$ cat src/rtl/sspt_pkg.sv
// Shared register addresses and the control register layout for the
// synchronous serial transceiver. Assumes an 8-bit host data path.
package sspt_pkg;
    localparam logic [1:0] A_CTRL = 2'd0;
    localparam logic [1:0] A_STAT = 2'd1;
    localparam logic [1:0] A_TXD  = 2'd2;
    localparam logic [1:0] A_RXD  = 2'd3;
    localparam int         S_OVR  = 2;

    typedef struct packed {
        logic [3:0] sel;
        logic       stop;
        logic       tx;
        logic       mst;
        logic       en;
    } ctrl_t;
endpackage

$ cat src/rtl/sspt_clkgen.sv
// Transfer clock source. As master it divides clk down to phases of
// (sel+1) cycles while run is high, and parks high otherwise. As slave it
// synchronizes sclk_in. rise/fall mark the clk edge at which the line
// changes (master) or at which a synchronized edge is seen (slave).
// Assumes sel is held steady while run is high.
module sspt_clkgen #(
    parameter int SEL_W = 4
) (
    input  logic             clk,
    input  logic             rst_n,
    input  logic             mst,
    input  logic             run,
    input  logic [SEL_W-1:0] sel,
    input  logic             sclk_in,
    output logic             sclk_out,
    output logic             rise,
    output logic             fall
);
    logic [SEL_W-1:0] div_q;
    logic             sclk_q;
    logic [2:0]       sync_q;
    logic             tick;

    assign tick = (div_q == sel);

    // divider and master clock line
    always_ff @(posedge clk) begin
        if (!rst_n) begin
            div_q  <= '0;
            sclk_q <= 1'b1;
        end else if (mst && run) begin
            if (tick) begin
                div_q  <= '0;
                sclk_q <= ~sclk_q;
            end else begin
                div_q <= div_q + 1'b1;
            end
        end else begin
            div_q  <= '0;
            sclk_q <= 1'b1;
        end
    end

    // two-flop synchronizer plus one history flop for slave edge detection
    always_ff @(posedge clk) begin
        if (!rst_n) sync_q <= 3'b111;
        else        sync_q <= {sync_q[1:0], sclk_in};
    end

    // edge pulses from whichever clock source is selected
    always_comb begin
        if (mst) begin
            rise = run && tick && !sclk_q;
            fall = run && tick &&  sclk_q;
        end else begin
            rise = sync_q[1] && !sync_q[2];
            fall = !sync_q[1] && sync_q[2];
        end
    end

    assign sclk_out = sclk_q;

    a_r3_parks_high: assert property (@(posedge clk) disable iff (!rst_n)
        (mst && !run) |=> sclk_q);
    a_r3_phase_hold: assert property (@(posedge clk) disable iff (!rst_n)
        (mst && run && !tick) |=> $stable(sclk_q));
endmodule

$ cat src/rtl/sspt_engine.sv
// Byte engine: shift register, bit counter, holding registers and flags.
// Acts on rise/fall pulses from the clock source. Transmit shifts out on
// fall; receive samples on rise. Assumes the mode bits change only while
// disabled or idle.
module sspt_engine #(
    parameter int DATA_W = 8
) (
    input  logic              clk,
    input  logic              rst_n,
    input  logic              en,
    input  logic              mst,
    input  logic              tx_mode,
    input  logic              rx_stop,
    input  logic              rise,
    input  logic              fall,
    input  logic              sda_in,
    input  logic              wr_tx,
    input  logic [DATA_W-1:0] wr_data,
    input  logic              rd_rx,
    input  logic              clr_ovr,
    output logic              active,
    output logic              sda_out,
    output logic              tx_empty,
    output logic              rx_full,
    output logic              overrun,
    output logic [DATA_W-1:0] rx_data
);
    localparam int                CNT_W = $clog2(DATA_W);
    localparam logic [CNT_W-1:0] LAST  = CNT_W'(DATA_W - 1);

    logic [CNT_W-1:0]  bit_q;
    logic [DATA_W-1:0] shift_q, txbuf_q, rxbuf_q, rx_word;
    logic              active_q, sda_q, tx_empty_q, rx_full_q, ovr_q;
    logic              byte_end, start_tx, start_rx, tx_load;

    assign byte_end = active_q && rise && (bit_q == LAST);
    assign rx_word  = {sda_in, shift_q[DATA_W-1:1]};
    assign start_tx = en && tx_mode && !active_q && !tx_empty_q;
    assign start_rx = en && !tx_mode && !active_q && !(mst && rx_stop);
    assign tx_load  = start_tx || (byte_end && tx_mode && !tx_empty_q);

    // transfer sequencing: start, shift, count, continue or stop
    always_ff @(posedge clk) begin
        if (!rst_n) begin
            active_q <= 1'b0;
            bit_q    <= '0;
            shift_q  <= '0;
            sda_q    <= 1'b1;
        end else if (!en) begin
            active_q <= 1'b0;
            bit_q    <= '0;
        end else if (!active_q) begin
            if (start_tx) begin
                shift_q  <= txbuf_q;
                active_q <= 1'b1;
                bit_q    <= '0;
            end else if (start_rx) begin
                active_q <= 1'b1;
                bit_q    <= '0;
            end
        end else begin
            if (fall && tx_mode) begin
                sda_q   <= shift_q[0];
                shift_q <= shift_q >> 1;
            end
            if (rise) begin
                bit_q <= bit_q + 1'b1;
                if (!tx_mode) shift_q <= rx_word;
                if (byte_end) begin
                    bit_q <= '0;
                    if (tx_mode) begin
                        if (!tx_empty_q) shift_q <= txbuf_q;
                        else             active_q <= 1'b0;
                    end else if (mst && rx_stop) begin
                        active_q <= 1'b0;
                    end
                end
            end
        end
    end

    // transmit holding register and its empty flag (host write wins)
    always_ff @(posedge clk) begin
        if (!rst_n) begin
            txbuf_q    <= '0;
            tx_empty_q <= 1'b1;
        end else begin
            if (tx_load) tx_empty_q <= 1'b1;
            if (wr_tx) begin
                txbuf_q    <= wr_data;
                tx_empty_q <= 1'b0;
            end
        end
    end

    // receive holding register, full flag and sticky overrun
    always_ff @(posedge clk) begin
        if (!rst_n) begin
            rxbuf_q   <= '0;
            rx_full_q <= 1'b0;
            ovr_q     <= 1'b0;
        end else begin
            if (rd_rx)   rx_full_q <= 1'b0;
            if (clr_ovr) ovr_q     <= 1'b0;
            if (byte_end && !tx_mode) begin
                if (rx_full_q) begin
                    ovr_q <= 1'b1;
                end else begin
                    rxbuf_q   <= rx_word;
                    rx_full_q <= 1'b1;
                end
            end
        end
    end

    assign active   = active_q;
    assign sda_out  = sda_q;
    assign tx_empty = tx_empty_q;
    assign rx_full  = rx_full_q;
    assign overrun  = ovr_q;
    assign rx_data  = rxbuf_q;

    a_r9_keep_old: assert property (@(posedge clk) disable iff (!rst_n)
        (byte_end && !tx_mode && rx_full_q && !rd_rx) |=> (ovr_q && $stable(rxbuf_q)));
    a_r5_reload_empty: assert property (@(posedge clk) disable iff (!rst_n)
        (byte_end && tx_mode && !tx_empty_q && !wr_tx) |=> tx_empty_q);
    a_r6_underrun_stop: assert property (@(posedge clk) disable iff (!rst_n)
        (byte_end && tx_mode && tx_empty_q) |=> !active_q);
    a_r10_stop_after_byte: assert property (@(posedge clk) disable iff (!rst_n)
        (byte_end && !tx_mode && mst && rx_stop) |=> !active_q);
    a_r8_read_clears: assert property (@(posedge clk) disable iff (!rst_n)
        (rd_rx && !byte_end) |=> !rx_full_q);
endmodule

$ cat src/rtl/sspt_top.sv
// Synchronous serial transceiver top: host register decode, control
// register, and the wiring of the clock source to the byte engine.
// Assumes single-cycle host strobes and an 8-bit data path.
module sspt_top
    import sspt_pkg::*;
(
    input  logic       clk,
    input  logic       rst_n,
    input  logic [1:0] host_addr,
    input  logic       host_wr,
    input  logic       host_rd,
    input  logic [7:0] host_wdata,
    output logic [7:0] host_rdata,
    input  logic       sclk_i,
    output logic       sclk_o,
    output logic       sclk_oe,
    input  logic       sda_i,
    output logic       sda_o,
    output logic       sda_oe
);
    ctrl_t      ctrl_q;
    logic       rise_w, fall_w, active_w;
    logic       txe_w, rxf_w, ovr_w;
    logic [7:0] rxd_w;
    logic       wr_tx, rd_rx, clr_ovr;

    assign wr_tx   = host_wr && (host_addr == A_TXD);
    assign rd_rx   = host_rd && (host_addr == A_RXD);
    assign clr_ovr = host_wr && (host_addr == A_STAT) && !host_wdata[S_OVR];

    // control register
    always_ff @(posedge clk) begin
        if (!rst_n)                              ctrl_q <= '0;
        else if (host_wr && host_addr == A_CTRL) ctrl_q <= ctrl_t'(host_wdata);
    end

    // read data selection
    always_comb begin
        unique case (host_addr)
            A_CTRL:  host_rdata = ctrl_q;
            A_STAT:  host_rdata = {5'b0, ovr_w, rxf_w, txe_w};
            A_TXD:   host_rdata = 8'h00;
            default: host_rdata = rxd_w;
        endcase
    end

    sspt_clkgen #(.SEL_W(4)) u_clk (
        .clk      (clk),
        .rst_n    (rst_n),
        .mst      (ctrl_q.mst),
        .run      (active_w && ctrl_q.en),
        .sel      (ctrl_q.sel),
        .sclk_in  (sclk_i),
        .sclk_out (sclk_o),
        .rise     (rise_w),
        .fall     (fall_w)
    );

    sspt_engine #(.DATA_W(8)) u_eng (
        .clk      (clk),
        .rst_n    (rst_n),
        .en       (ctrl_q.en),
        .mst      (ctrl_q.mst),
        .tx_mode  (ctrl_q.tx),
        .rx_stop  (ctrl_q.stop),
        .rise     (rise_w),
        .fall     (fall_w),
        .sda_in   (sda_i),
        .wr_tx    (wr_tx),
        .wr_data  (host_wdata),
        .rd_rx    (rd_rx),
        .clr_ovr  (clr_ovr),
        .active   (active_w),
        .sda_out  (sda_o),
        .tx_empty (txe_w),
        .rx_full  (rxf_w),
        .overrun  (ovr_w),
        .rx_data  (rxd_w)
    );

    assign sclk_oe = ctrl_q.en && ctrl_q.mst;
    assign sda_oe  = ctrl_q.en && ctrl_q.tx;

    a_r3_edges_exclusive: assert property (@(posedge clk) disable iff (!rst_n)
        !(rise_w && fall_w));
    a_r11_slave_line_high: assert property (@(posedge clk) disable iff (!rst_n)
        (!ctrl_q.mst && $past(!ctrl_q.mst)) |-> sclk_o);
endmodule

$ cat config.mk
export PLATFORM = sky130hd
export DESIGN_NAME = sspt_top
export DESIGN_NICKNAME = d
export VERILOG_FILES = /design/src/rtl/sspt_pkg.sv /design/src/rtl/sspt_clkgen.sv /design/src/rtl/sspt_engine.sv /design/src/rtl/sspt_top.sv
export SDC_FILE = /design/constraint.sdc
export NUM_CORES = 1
export LEC_CHECK = 0
export CAP_MARGIN = 20
export CORE_MARGIN = 8
export CORE_UTILIZATION = 40
export DETAILED_ROUTE_END_ITERATION = 7
export DONT_BUFFER_PORTS = 1
export GPL_ROUTABILITY_DRIVEN = 1
export GPL_TIMING_DRIVEN = 0
export PLACE_DENSITY_LB_ADDON = 0.3
export SETUP_SLACK_MARGIN = 0.2
export SYNTH_ARGS = -nofsm -noshare
export SYNTH_HDL_FRONTEND = slang
export SYNTH_SLANG_ARGS = --single-unit
$ cat constraint.sdc
create_clock -name clk -period 3.7 [get_ports clk]
set_input_delay 0.74 -clock clk [delete_from_list [all_inputs] [get_ports clk]]
set_output_delay 0.74 -clock clk [all_outputs]
set_load 0.01 [all_outputs]
### Word level (Yosys, flattened, before mapping)

Cells that the tools add are included.

| storage, ports and cells | value |
|---|---|
| flip-flop bits (word level) | 48 |
| output and inout port bits | 12 |

| operators by class | value |
|---|---|
| bitwise gates (word level) | 4 |
| multiplexer cells | 32 |
| $add $sub $neg | 2 |
| reduce and logical (&&, ||, !) cells | 46 |
| equal/unequal tests | 6 |

Operator list:

| kind | number |
|---|---|
| $mux 8 | 8 |
| $logic_and 1x1->1 | 26 |
| $pmux 8 s3 | 1 |
| $mux 1 | 18 |
| $mux 3 | 5 |
| $reduce_and 2->1 | 5 |
| $logic_not 1->1 | 8 |
| $add 4x1->4 const B | 1 |
| $eq 2x2->1 const B | 2 |
| $eq 4x4->1 | 1 |
| $not 1->1 | 4 |
| $reduce_bool 2->1 | 2 |
| $add 3x1->3 const B | 1 |
| $eq 3x3->1 const B | 1 |
| $reduce_and 3->1 | 1 |
| $reduce_bool 3->1 | 1 |
| $reduce_or 3->1 | 1 |
| $eq 2x1->1 const B | 1 |
| $logic_not 2->1 | 1 |
| $ne 2x1->1 const B | 1 |
| $logic_or 1x1->1 | 1 |

### Longest topological paths before layout

Gate-level depths: netlist of run 1.

| logic depth | value |
|---|---|
| depth after elaboration | 12 |
| depth in mapped cells | 7 |

### By module

From an unflattened synthesis of run 1, not the netlist that was laid out.

| unflattened totals | value |
|---|---|
| cell total of the unflattened synthesis | 254 |
| area total of the unflattened synthesis | 2394.8 µm² |

Modules (own cells, without submodules):

| module | cells each | sequential area each (µm²) | times used | area an instance (µm²) |
|---|---|---|---|---|
| sspt_engine | 160 | 640.6 | 1 | 1514.0 |
| sspt_top | 59 | 160.2 | 1 | 520.5 |
| sspt_clkgen | 35 | 160.2 | 1 | 360.3 |

### Least setup slack after synthesis of run 1

Ideal clock, no wire load.

| timing path | value |
|---|---|
| kind | input to output |
| start | input host_addr[0] |
| end | output host_rdata[3] |
| setup slack | 1367 ps |
| buffers on the path | 2 |
| data required time | 2960 ps |
| stages on the path | 4 |
| arrival | 1593 ps |
| path through | clkbuf_1 > and2_1 > clkbuf_1 > a22o_1 |

| between the ends | value |
|---|---|
| cells in the longest elaborated chain, start to end | 2 |
| elaborated cells between the ends (all ways) | 4 |
| those cells by class | eq/ne (2); mux (1); reduce/logical (1) |

Ends and longest elaborated chain:

| what | line | RTL |
|---|---|---|
| from (decl) | sspt_top.sv:9 | `input logic [1:0] host_addr,` |
| $eq 2x2->1 (tied with other cells) | sspt_top.sv:39 | `unique case (host_addr)` |
| $pmux 8 s3 (*) | sspt_top.sv:39 |  |
| to (decl) | sspt_top.sv:13 | `output logic [7:0] host_rdata,` |

Every way passes the cells marked *; elsewhere a longest branch is shown, timed or not.

### Final worst setup path of run 1

| timing path | value |
|---|---|
| start | input host_addr[0] |
| end | output host_rdata[2] |

Same word-level chain as after synthesis.

==> summary.txt, run 1 <==
Final layout
  • # fillers: 597
  • Number of diodes: 0
  • Share of cells above drive strength 1: 5.882%
  • Reg area: 960.9 um^2
  • Area taken by multi-input logic gates: 0.001404 mm^2
  • Final Non-Filler Cells: 364
  • Area growth, synth to finish: 8.210%
  • Post-layout nets: 307

Synthesis
  • Post-synth top area cell: dfxtp_1
  • Largest family of logic cells by synthesized area: simple AND/OR/NAND/NOR gates
  • Post-synthesis register bit count: 48
  • Synthesized area per cell: 8.732 um^2
  • Syn Nets: 300
  • Post-synth top cells: 50 x nand2_1, 48 x dfxtp_1, 23 x mux2i_1, 17 x nor2b_1
  • Number of flops mapped to enable cells by yosys: 0
  • Yosys warns: 0
  • Post-synth top area share: 39.16%
  • Main synth FF type: dfxtp_1
  • Post-Synthesis Cells: 281
  • Mux share of post-synthesis cell area: 9.383%
  • Top post-synthesis cells by area: dfxtp_1 39%, mux2i_1 9.4%, nand2_1 7.6%
  • Post-Synth Simple-Gate Area: 23.61%
  • Post-synthesis sequential area ratio: 39.16%
  • Synth Area in Adders: 1.530%
  • Yosys cell types: 48
  • Synth Area in Compound Gates: 20.19%
  • Synth Area in XOR/XNOR: 2.499%
  • Top-count cell post-synth: nand2_1
  • Async S/R FF share, synth: 0%
  • Post-synthesis cell area: 0.002454 mm^2

Global route
  • Vias in the first global route: 1946
  • Overflow after GRT: 0
  • Largest net degree at the start of global routing: 15
  • First-pass GRT wire length: 10320 um
  • Top Usage Layer GRT: met2
  • M1 GR Usage: 20.59%
  • Routing usage on met3: 4.077%
  • Initial antenna violation count: 0
  • Total Routing Usage GR: 14.70%
  • GRT met2 Usage: 21.26%

Placed design
  • Pre-CTS setup slack: 1.143 ns
  • Half-perimeter wire length after placement: 4708 um
  • Final GP Congestion: 0.9215
  • Dpl cells: 356
  • I/O Buffers: 0

Power and ir drop
  • Sw Pwr: 0.0002185 W
  • Switching Fraction: 22.58%
  • Peak VDD IR: 199.4 uV
  • Sequential Power Share: 54.9%
  • Clock power frac: 38.4%
  • Cell-internal power: 0.0007492 W
  • Comb pwr share: 6.7%
  • Leak: 1.037 nW
  • P per Cell Area: 364.4 mW/mm^2

Critical path
  • CP cell instances: clkbuf_1, and2_1, clkbuf_1, nand2_1, o21ai_0
  • Crit-path leading delay family: buffers and inverters
  • CP Launch Type: primary input
  • Slowest CP cell: clkbuf_1
  • Worst-path fanout max: 9
  • Slowest cell delay on critical path: 0.36 ns
  • Crit path to: host_rdata[2]
  • Crit path buf inv count: 2
  • WS Path Type: primary input to output pin
  • FF-to-FF path depth: 7
  • Reg2reg setup slack: 1.49 ns
  • RR Endpoint: u_eng.shift_q[3]$_SDFFE_PN0P_
  • Worst r2r src: ctrl_q[1]$_SDFFE_PN0P_
  • CP endpoint kind: output pin
  • Crit path required time: 2.96 ns
  • Most used cell, CP: clkbuf_1
  • Critical Path Source: host_addr[0]
  • Data arrival time of the worst path: 1.83 ns
  • Critical Path Stages: 5

Timing
  • Slew Limit Fails: 0
  • Relative slew margins: 50.75%
  • Fmax: 388.5 MHz
  • Final period utilization: 69.57%
  • Final setup fails: 0
  • Fin. Hold Viols: 0
  • Skew final: 0.003912 ns
  • Unrepaired setup endpoints after global routing: false
  • Post-route setup slack: 1.126 ns
  • Final TNS setup: 0 ns
  • Worst-margin pin slew: 0.7387 ns
  • Final Critical Period: 2.574 ns

Clock tree
  • Clock Latency Late Sink: 0.30 ns
  • CTS H-tree depth: 2
  • CTS buffer count: 5
  • Post-cts hold buffer count: 0
  • Root buffer cell: clkbuf_8
  • Post_cts resized: 0
  • Setup bufs post-CTS: 0
  • Clock sink total: 48
  • Max clock buf depth: 2
  • Clock transition at path regs: 0.08 ns
  • CTS tree: yes

Routing
  • DRT antenna net count: 0
  • Drt first pass iters: 4
  • Avg Vias per Cell: 5.668
  • First DRT Iteration DRCs: 110
  • DRC violations left: 0
  • Final WL: 6302 um
  • DR WL/cell: 17.31 um
  • Vias: 2063

Floorplan
  • Io pins: 28
  • Starting density of the core: 41.44%
  • Die Wd: 94.32 um
  • Total die area: 0.008896 mm^2
  • Die H: 94.32 um
  • Area of the core: 0.005921 mm^2
  • Core Rows: 28

Worst hold path
  • Worst Hold Class: register to register

Flow run
  • Max-cap violation count: 0

Run status
  • Outcome: finished clean
## power groups by stage
stage	clock, W	sequential [W]	combinational, W
final	0.000371	0.000532	0.0000648
after global routing	0.000394	0.000533	0.0000720
after CTS	0.000378	0.000532	0.0000655
after detailed placement	0	0.000544	0.0000653
after global placement	0	0.000543	0.0000645
after floorplan	0	0.000541	0.0000504
## per-stage QoR
| stage | util [%] | hold WS [ns] | total power (W) | instance area, um^2 |
|---|---|---|---|---|
| floorplan | - | 0.3863 | 0.0005911 | 2454 |
| global placement | 43.03 | 0.3963 | 0.0006079 | 2547 |
| detailed placement | 43.03 | 0.3936 | 0.0006090 | 2547 |
| CTS | 44.84 | 0.4141 | 0.0009750 | 2655 |
| global route | 44.84 | 0.4271 | 0.0009986 | 2655 |
| finish | 44.84 | 0.4109 | 0.0009676 | 2655 |
## worst min path at each step
stage / startpoint / endpoint / depth (start not counted) / slack (ns)
global route: u_clk.sync_q[0]$_SDFF_PN1_ / u_clk.sync_q[1]$_SDFF_PN1_ / 1 / 0.43
global placement: u_clk.sync_q[0]$_SDFF_PN1_ / u_clk.sync_q[1]$_SDFF_PN1_ / 1 / 0.40
finish: u_clk.sync_q[0]$_SDFF_PN1_ / u_clk.sync_q[1]$_SDFF_PN1_ / 1 / 0.41
floorplan: u_clk.sync_q[0]$_SDFF_PN1_ / u_clk.sync_q[1]$_SDFF_PN1_ / 1 / 0.39
CTS: u_clk.sync_q[0]$_SDFF_PN1_ / u_clk.sync_q[1]$_SDFF_PN1_ / 1 / 0.41
detailed placement: u_clk.sync_q[0]$_SDFF_PN1_ / u_clk.sync_q[1]$_SDFF_PN1_ / 1 / 0.39
## state kept, by name (all words and copies together) (netlist names), 3 cells and up
name / flops
u_eng.shift_q: 8
u_eng.txbuf_q: 8
u_eng.rx_data: 8
u_clk.div_q: 4
u_clk.sync_q: 3
u_eng.bit_q: 3
ctrl_q: 8
## cell families after synthesis
group,Yosys count
AOI/OAI and AO/OA,64
xor gates and xnor gates,7
adders and majority gates,3
buffers and inverters,21
DFF,48
muxes,23
and+or+nand+nor,115
## layer usage
metal	routed length (um)	vias to the layer above	share of wire (%)
met5	0	-	0
met2	2685	73	43
met3	626	9	9.9
li1	-	1004	-
met4	99	0	1.6
met1	2891	977	46
## placed cells by master (no fill, tap or decap), types with 4 or more instances in the layout
master,instances
and2_1,4
a32o_1,4
o21ai_1,4
inv_1,5
clkbuf_8,5
o2bb2ai_1,4
nor2_1,11
a22o_1,6
nand2_1,50
a21boi_0,8
nand2b_1,5
nor2b_1,17
dfxtp_1,48
xnor2_1,5
nand3_1,13
o21ai_0,8
a21oi_1,11
clkbuf_1,14
mux2i_1,23
## area by class of cell
cell class                 instances  area share (%)
sequential                        48           36.19
buffer                            16           2.639
inverter                           5          0.7069
clock buffer                       6           2.733
clock inverter                     2           1.320
multi-input combinational        212           52.87
tap                               75           3.534
(Power assumes the default switching activity.)
==> inputs of run 2 (changes only) <==
--- a/config.mk
+++ b/config.mk
@@ -5,6 +5,7 @@
 export SDC_FILE = /design/constraint.sdc
 export NUM_CORES = 1
 export LEC_CHECK = 0
+export ABC_AREA = 1
 export CAP_MARGIN = 20
 export CORE_MARGIN = 8
 export CORE_UTILIZATION = 40
==> constraint.sdc (replaced) <==
create_clock -name clk -period 2.3 [get_ports clk]
set_input_delay 0.46 -clock clk [delete_from_list [all_inputs] [get_ports clk]]
set_output_delay 0.46 -clock clk [all_outputs]
set_load 0.01 [all_outputs]
==> run 2 against run 1 <==
First-iteration DRC count up 42%. Critical path type is now register to output pin. Synthesized area decreased by 1.5%. Wire length increased by 3.5%. Sequential cell count stayed put. Worst hold slack got worse by 0.15 ns. Setup slack lost 0.85 ns.
==> summary.txt, run 2 <==
Global route
  • Total Routing Usage GR: 15.59%
  • Initial antenna violation count: 0
  • Largest net degree at the start of global routing: 15
  • Vias in the first global route: 2183
  • First-pass GRT wire length: 10750 um
  • Overflow after GRT: 0

Power and ir drop
  • Cell-internal power: 0.001087 W
  • Comb pwr share: 7.4%
  • Peak VDD IR: 323.7 uV
  • Sequential Power Share: 58.8%
  • Leak: 0.9781 nW
  • Sw Pwr: 0.0003816 W
  • P per Cell Area: 563.6 mW/mm^2
  • Clock power frac: 33.8%
  • Switching Fraction: 25.99%

Critical path
  • CP Launch Type: register
  • Data arrival time of the worst path: 1.56 ns
  • Worst-path fanout max: 10
  • CP endpoint kind: output pin
  • WS Path Type: register to output pin
  • Crit path required time: 1.84 ns

Synthesis
  • Post-synthesis sequential area ratio: 39.77%
  • Post-synth top cells: 74 x nand2_1, 52 x nor2_1, 48 x dfxtp_1, 37 x a21oi_1, 33 x o21ai_0
  • Synthesized area per cell: 6.883 um^2
  • Post-synthesis register bit count: 48
  • Top post-synthesis cells by area: dfxtp_1 40%, nand2_1 11%, nor2_1 8.1%
  • Post-synth top area cell: dfxtp_1
  • Syn Nets: 370
  • Yosys cell types: 32
  • Number of flops mapped to enable cells by yosys: 0
  • Yosys warns: 0
  • Main synth FF type: dfxtp_1
  • Post-synth top area share: 39.77%
  • Post-synthesis cell area: 0.002416 mm^2
  • Async S/R FF share, synth: 0%
  • Post-Synthesis Cells: 351
  • Top-count cell post-synth: nand2_1

Timing
  • Worst-margin pin slew: 0.5433 ns
  • Relative slew margins: 63.78%
  • Final period utilization: 87.99%
  • Unrepaired setup endpoints after global routing: true
  • Final TNS setup: 0 ns
  • Final setup fails: 0
  • Slew Limit Fails: 0
  • Skew final: 0.01064 ns
  • Fin. Hold Viols: 0
  • Final Critical Period: 2.024 ns
  • Fmax: 494.1 MHz

Clock tree
  • Post-cts hold buffer count: 0
  • Clock transition at path regs: 0.08 ns
  • CTS H-tree depth: 2
  • Clock sink total: 48
  • CTS tree: yes
  • CTS buffer count: 5
  • Root buffer cell: clkbuf_8
  • Clock Latency Late Sink: 0.31 ns
  • Max clock buf depth: 2

Final layout
  • Commonest non-fill, non-tap cell in the layout: nand2_1
  • Share of cells above drive strength 1: 10.86%
  • # fillers: 631
  • Post-layout nets: 378
  • Area growth, synth to finish: 7.820%
  • Number of diodes: 0
  • Most frequent cells in the layout: 73 x nand2_1, 52 x nor2_1, 48 x dfxtp_1
  • Final Non-Filler Cells: 434

Floorplan
  • Die H: 93.72 um
  • Area of the core: 0.005886 mm^2
  • Core Rows: 28
  • Die Wd: 93.72 um
  • Total die area: 0.008783 mm^2
  • Starting density of the core: 41.05%
  • Io pins: 28

Placed design
  • Dpl cells: 426
  • I/O Buffers: 0
  • Final GP Congestion: 0.8750
  • Half-perimeter wire length after placement: 4891 um

Run status
  • Outcome: finished clean

Flow run
  • Max-cap violation count: 0

Routing
  • DR WL/cell: 15.03 um
  • First DRT Iteration DRCs: 156
  • Avg Vias per Cell: 5.258
  • DRT antenna net count: 0
  • Drt first pass iters: 5
  • Final WL: 6525 um
  • Vias: 2282
  • DRC violations left: 0

Worst hold path
  • Worst Hold Class: primary input to register
-- run 2: area by class of cell --
class / instances / area, um^2 / area share, %
multi-input cells: 256 / 1270 / 48.75
flip-flops and latches: 48 / 960.9 / 36.89
clock buffers: 5 / 68.82 / 2.642
well taps: 75 / 93.84 / 3.602
plain buffers: 10 / 52.55 / 2.017
clock inverters: 2 / 12.51 / 0.4803
inverters: 37 / 138.9 / 5.331
repair buffers: 1 / 7.507 / 0.2882
-- run 2: final timing paths --
check | end | cells after the start | slack (ns) | startpoint
setup / recovery | host_rdata[2] | 3 | 0.28 | ctrl_q[2]$_SDFFE_PN0P_
setup reg to reg | u_eng.shift_q[5]$_SDFFE_PN0P_ | 12 | 0.37 | u_clk.div_q[0]$_SDFF_PP0_
hold reg to reg | u_clk.sync_q[1]$_SDFF_PN1_ | 1 | 0.43 | u_clk.sync_q[0]$_SDFF_PN1_
hold / removal | u_clk.sync_q[0]$_SDFF_PN1_ | 1 | 0.26 | sclk_i
-- run 2: per-layer routing --
layer	vias to the layer above	track usage (%)	wire, um
met5	-	0	0
met4	0	5.284	115
met3	11	4.317	564
met2	64	23.10	2817
met1	1047	21.12	3028
li1	1160	-	-
-- run 2: power by group through the flow --
| stage | Clock, W | Combinational [W] | Sequential [W] |
|---|---|---|---|
| after global routing | 0.000537 | 0.000123 | 0.000866 |
| after floorplan | 0 | 0.0000809 | 0.000878 |
| after global placement | 0 | 0.000107 | 0.000882 |
| final | 0.000496 | 0.000108 | 0.000864 |
| after CTS | 0.000505 | 0.000108 | 0.000863 |
| after detailed placement | 0 | 0.000108 | 0.000882 |
-- run 2: cell families after synthesis --
family	count (synthesis)	share of synthesized area (%)
buffers and inverters	47	7.923
AND/OR/NAND/NOR	161	29.31
flip-flops	48	39.77
adder cells (fa/ha/maj)	3	1.554
AO/OA/AOI/OAI	89	20.35
XOR/XNOR	3	1.088
-- run 2: worst max-delay path, cell delays in order (launching register included) --
cell and delay [ns]:
dfxtp_1 0.45, inv_1 0.11, clkbuf_1 0.27, o211ai_1 0.44
-- run 2: metrics by stage --
| stage | cell area (um^2) | hold WS [ns] | utilization, % | total power [W] | worst slack (ns) |
|---|---|---|---|---|---|
| after global routing | 2605 | 0.2495 | 44.26 | 0.001525 | 0.1398 |
| after detailed placement | 2510 | 0.4172 | 42.64 | 0.0009898 | 0.3696 |
| after floorplan | 2416 | 0.3925 | - | 0.0009586 | 0.6718 |
| after CTS | 2591 | 0.2585 | 44.03 | 0.001476 | 0.2875 |
| final | 2605 | 0.2607 | 44.26 | 0.001468 | 0.2762 |
| after global placement | 2510 | 0.4045 | 42.64 | 0.0009886 | 0.3695 |
-- run 2: timing repair --
action	CTS	global route
resized for setup	0	3
buffers inserted	0	1
hold endpoints to repair	0	0
endpoints found under the setup margin	0	6
